## config.mk

```make
export PLATFORM = sky130hd
export DESIGN_NAME = oc_pin_action
export DESIGN_NICKNAME = d
export VERILOG_FILES = /design/src/rtl/oc_pin_pkg.sv /design/src/rtl/oc_field_unpack.sv /design/src/rtl/oc_chan_arbiter.sv /design/src/rtl/oc_pin_bank.sv /design/src/rtl/oc_pin_action.sv
export SDC_FILE = /design/constraint.sdc
export NUM_CORES = 1
export LEC_CHECK = 0
export BUFFER_PORTS_ARGS = -buffer_cell sky130_fd_sc_hd__buf_2
export CAP_MARGIN = 40
export CORE_AREA = 2 2 39 41
export CTS_CLUSTER_SIZE = 28
export DETAILED_ROUTE_END_ITERATION = 12
export DIE_AREA = 0 0 41 43
export PLACE_DENSITY = 0.81
export SLEW_MARGIN = 5
export SYNTH_ARGS = -nofsm -noshare
export SYNTH_HDL_FRONTEND = slang
export SYNTH_SLANG_ARGS = --single-unit
```

## constraint.sdc

```tcl
create_clock -name clk -period 1.6 [get_ports clk]
set_clock_uncertainty 0.05 [all_clocks]
set_input_delay 0.16 -clock clk [delete_from_list [all_inputs] [get_ports clk]]
set_output_delay 0.16 -clock clk [all_outputs]
set_load 0.005 [all_outputs]
```

## src/rtl/oc_pin_pkg.sv

```systemverilog
package oc_pin_pkg;

    // Per-channel action field; upper bit selects "drive level", lower bit is level/toggle.
    typedef enum logic [1:0] {
        ACT_NONE   = 2'b00,
        ACT_TOGGLE = 2'b01,
        ACT_CLEAR  = 2'b10,
        ACT_SET    = 2'b11
    } oc_act_e;

    // Winning event source, in descending priority below EV_IDLE.
    typedef enum logic [2:0] {
        EV_IDLE     = 3'd0,
        EV_OVERRIDE = 3'd1,
        EV_OVF_TGL  = 3'd2,
        EV_FORCE    = 3'd3,
        EV_MATCH    = 3'd4
    } oc_src_e;

    // Events seen by one channel in one cycle.
    typedef struct packed {
        logic    chan_on;
        oc_act_e act;
        logic    tov_on;
        logic    match;
        logic    frc;
        logic    ovr_hit;
        logic    ovr_val;
        logic    ovf;
    } oc_chan_ev_t;

    // Arbitration result for one channel.
    typedef struct packed {
        oc_src_e src;
        logic    upd;
        logic    val;
    } oc_decision_t;

    function automatic logic act_apply(oc_act_e a, logic cur);
        case (a)
            ACT_TOGGLE: return ~cur;
            ACT_CLEAR:  return 1'b0;
            ACT_SET:    return 1'b1;
            default:    return cur;
        endcase
    endfunction

    function automatic oc_src_e pick_source(oc_chan_ev_t ev);
        if (!ev.chan_on)              return EV_IDLE;
        else if (ev.ovr_hit)          return EV_OVERRIDE;
        else if (ev.ovf && ev.tov_on) return EV_OVF_TGL;
        else if (ev.frc)              return EV_FORCE;
        else if (ev.match)            return EV_MATCH;
        else                          return EV_IDLE;
    endfunction

endpackage

```

## src/rtl/oc_field_unpack.sv

```systemverilog
module oc_field_unpack
    import oc_pin_pkg::*;
#(
    parameter int NCH = 4
) (
    input  logic [2*NCH-1:0]  fields,
    output oc_act_e [NCH-1:0] acts
);
    localparam int FW = 2;

    for (genvar g = 0; g < NCH; g++) begin : g_ch
        assign acts[g] = oc_act_e'(fields[g*FW +: FW]);
    end

endmodule

```

## src/rtl/oc_chan_arbiter.sv

```systemverilog
module oc_chan_arbiter
    import oc_pin_pkg::*;
(
    input  oc_chan_ev_t  ev,
    input  logic         cur,
    output oc_decision_t dec
);
    oc_src_e src;

    always_comb begin
        src     = pick_source(ev);
        dec.src = src;
        dec.upd = (src != EV_IDLE);
        case (src)
            EV_OVERRIDE: dec.val = ev.ovr_val;
            EV_OVF_TGL:  dec.val = ~cur;
            EV_FORCE,
            EV_MATCH:    dec.val = act_apply(ev.act, cur);
            default:     dec.val = cur;
        endcase
    end

endmodule

```

## src/rtl/oc_pin_bank.sv

```systemverilog
module oc_pin_bank #(
    parameter int NCH = 4
) (
    input  logic           clk,
    input  logic           rst,
    input  logic [NCH-1:0] upd,
    input  logic [NCH-1:0] val,
    output logic [NCH-1:0] pins
);
    for (genvar g = 0; g < NCH; g++) begin : g_ff
        always_ff @(posedge clk) begin
            if (rst) begin
                pins[g] <= 1'b0;
            end else if (upd[g]) begin
                pins[g] <= val[g];
            end
        end
    end

endmodule

```

## src/rtl/oc_pin_action.sv

```systemverilog
module oc_pin_action
    import oc_pin_pkg::*;
#(
    parameter int NCH = 4
) (
    input  logic             clk,
    input  logic             rst,
    input  logic [NCH-1:0]   oc_mode,
    input  logic [2*NCH-1:0] ctl_act,
    input  logic [NCH-1:0]   tov_en,
    input  logic [NCH-1:0]   cmp_match,
    input  logic [NCH-1:0]   frc_stb,
    input  logic             ovr_evt,
    input  logic [NCH-1:0]   ovr_mask,
    input  logic [NCH-1:0]   ovr_data,
    input  logic             cnt_ovf,
    output logic [NCH-1:0]   pin_out
);
    oc_act_e [NCH-1:0] acts;
    logic    [NCH-1:0] upd;
    logic    [NCH-1:0] val;

    oc_field_unpack #(.NCH(NCH)) u_unpack (
        .fields (ctl_act),
        .acts   (acts)
    );

    for (genvar g = 0; g < NCH; g++) begin : g_arb
        oc_chan_ev_t  ev;
        oc_decision_t dec;

        always_comb begin
            ev.chan_on = oc_mode[g];
            ev.act     = acts[g];
            ev.tov_on  = tov_en[g];
            ev.match   = cmp_match[g];
            ev.frc     = frc_stb[g];
            ev.ovr_hit = ovr_evt & ovr_mask[g];
            ev.ovr_val = ovr_data[g];
            ev.ovf     = cnt_ovf;
        end

        oc_chan_arbiter u_arb (
            .ev  (ev),
            .cur (pin_out[g]),
            .dec (dec)
        );

        assign upd[g] = dec.upd;
        assign val[g] = dec.val;
    end

    oc_pin_bank #(.NCH(NCH)) u_bank (
        .clk  (clk),
        .rst  (rst),
        .upd  (upd),
        .val  (val),
        .pins (pin_out)
    );

endmodule

```

==> impl_metrics.csv <==
group,metric,value,unit
yosys,yosysMostFrequentCell,"nand2_1",
die,start_util,39.2,%
layout,drive_gt1_share,49.5,%
routing,vias_per_cell,5.52,
sta,drv_slew,0,
clocking,cts_setup_buffers,0,
critical_path,critPathSlowestCell,"dfxtp_1",
die,ioPinCount,40,
yosys,async_flop_share,0,%
placement,routabilityCongestion,0.664,
sta,hold_viol,0,
layout,multiInputGateArea,405,µm²
routing,finalWirelength,1320,µm
layout,regArea,80.1,µm²
clocking,clock_sinks,4,
critical_path,r2r-start,"u_bank.pins[2]$_SDFFE_PP0P_",
clocking,h-tree-depth,1,
routing,dr.pass1.iters,4,
layout,largest-register,"u_bank.pins",
min_path,hold_path.class,"in2reg",
critical_path,critical_path_class,"reg2reg",
layout,area_growth,34.2,%
pwr,powerDensity,555,nW/µm²
die,die_w,41,µm
yosys,synthesis.area,542,µm²
clocking,cts-root-buf,"clkbuf_4",
sta,setup_viol,0,
routing,wl_per_cell,11.4,µm
layout,nets,141,
yosys,synth_edf_count,0,
clocking,cts_buffers,3,
die,row_count,14,
die,die_y,43,µm
critical_path,r2r_slack,0.56,ns
critical_path,cpPeakStageDelay,0.40,ns
sta,tns,0,ns
clocking,path_clk_slew,0.04,ns
sta,max_clock_freq,963,MHz
routing,ant_nets,0,
sta,max_slew_margin,81.9,%
clocking,cts_buffer_depth,2,
layout,fillers,142,
critical_path,critPathArrivalTime,1.10,ns
placement,io_buffers,39,
run_status,status,"finished, final reports clean",
yosys,syn_inst,63,
yosys,synth.yosys.warnings,0,
pwr,power.leakage,0.332,nW
sta,rsz0062_at_grt,"false",
critical_path,rr_worst_depth,3,
routing,drtIter0Drc,9,
critical_path,required,1.66,ns
min_path,hold_depth,3,
critical_path,path_max_fanout,5,
sta,finalCritPeriodShare,64.9,%
critical_path,r2r_end,"u_bank.pins[2]$_SDFFE_PP0P_",
yosys,synth_ff_type,"dfxtp_1",
global_route,grt_pass1_wl,2080,µm
yosys,synth_cell_types,17,
global_route,antenna_found_initial,0,
critical_path,startpoint,"u_bank.pins[2]$_SDFFE_PP0P_",
layout,fin_util,52.5,%
critical_path,path_cells,"nand2_1, o31ai_1, a211oi_2",
yosys,syn_avg_cell_area,8.60,µm²
routing,drc,0,
pwr,vdd_drop_max,0.000281,V
layout,reg_top3,"u_bank.pins x4",
critical_path,endpoint,"u_bank.pins[2]$_SDFFE_PP0P_",
clocking,cts_tree,"built",
die,core-area,1380,µm²
die,dieArea,1760,µm²
global_route,grt_max_degree,9,
critical_path,endpoint_kind,"flip-flop",
global_route,grt.overflow.total,0,
placement,hpwl,1160,µm
yosys,ys_seq_area_share,14.8,%
layout,largest_reg_flops,4,
yosys,synth.ff_latch_count,4,
yosys,synth_top_area_share,14.8,%
global_route,track_usage,16.8,%
clocking,ctsResizeCount,0,
job,drv_cap,0,
yosys,synth_fp_nets,103,
critical_path,start_kind,"flip-flop",
clocking,clock_latency,0.23,ns
routing,vias,635,
clocking,holdBufCountCts,0,
global_route,grt_pass1_vias,594,
sta,post-route-min-period,1.04,ns
sta,tightestPinTransition,0.270,ns
yosys,synth_area_leaders,"dfxtp_1 15%, a221oi_2 11%, ha_1 9.2%",
yosys,yosysTopAreaCell,"dfxtp_1",
layout,diodes,0,
[placed cells by master (no fill, tap or decap), drive strengths merged, types with 4 or more instances in the layout]
master	instances
nand2b	4
and2	4
o21a	4
nand2	8
nand4	4
o221ai	4
nor2b	4
o31ai	4
a221oi	4
a211oi	4
dfxtp	4
ha	4
o22ai	4
buf	39
[how the worst min path moves through the flow]
stage,start,to,slack (ns)
floorplan,ovr_mask[1],u_bank.pins[1]$_SDFFE_PP0P_,0.27
global placement,ovr_mask[1],u_bank.pins[1]$_SDFFE_PP0P_,0.41
detailed placement,ovr_mask[1],u_bank.pins[1]$_SDFFE_PP0P_,0.41
CTS,ovr_mask[1],u_bank.pins[1]$_SDFFE_PP0P_,0.17
global route,ovr_mask[1],u_bank.pins[1]$_SDFFE_PP0P_,0.19
finish,ovr_mask[1],u_bank.pins[1]$_SDFFE_PP0P_,0.18
[cells by family after synthesis]
kind of cell,after synthesis,share of synthesized area [%]
AOI/OAI and AO/OA,24,41.6
and+or+nand+nor,24,24.0
buffers and inverters,7,10.4
adders and majority gates,4,9.24
DFF,4,14.8
[metrics by stage]
stage               hold slack, ns  worst slack (ns)  power [mW]  instances  instance area, µm²
finish                       0.177             0.562       0.403        115                 727
global route                 0.189             0.470       0.428        115                 727
CTS                          0.171             0.568       0.407        115                 727
detailed placement           0.413             0.388       0.281        112                 704
global placement             0.409             0.412       0.276        112                 704
floorplan                    0.271             0.575       0.222         63                 542
[layer usage]
metal  share of wire [%]  track usage, %  vias to the layer above
met2                  56            31.6                       15
met3                 4.5            3.14                        2
li1                    -               -                      324
met1                  39            16.3                      294
met4                0.30            6.00                        0
met5                   0               0                        -
[report_power, final]
group          internal [mW]  total (mW)  switching [mW]  leakage [nW]
Combinational         0.0847       0.156          0.0710         0.285
Clock                 0.0839       0.125          0.0410        0.0138
Sequential             0.110       0.123          0.0126        0.0331
[worst max-delay path, delay by kind of cell (launching register included)]
family | cells | cell delay (ns)
AOI/OAI and AO/OA | 2 | 0.41
DFF | 1 | 0.40
and+or+nand+nor | 1 | 0.07
[final cells by class]
cell class / instances / area share [%]
Sequential cell: 4 / 11.0
Timing Repair Buffer: 39 / 26.9
Multi-Input combinational cell: 52 / 55.8
Clock buffer: 3 / 3.10
Tap cell: 16 / 2.75
Inverter: 1 / 0.516
Note: power is estimated with default switching activity, not from simulation.
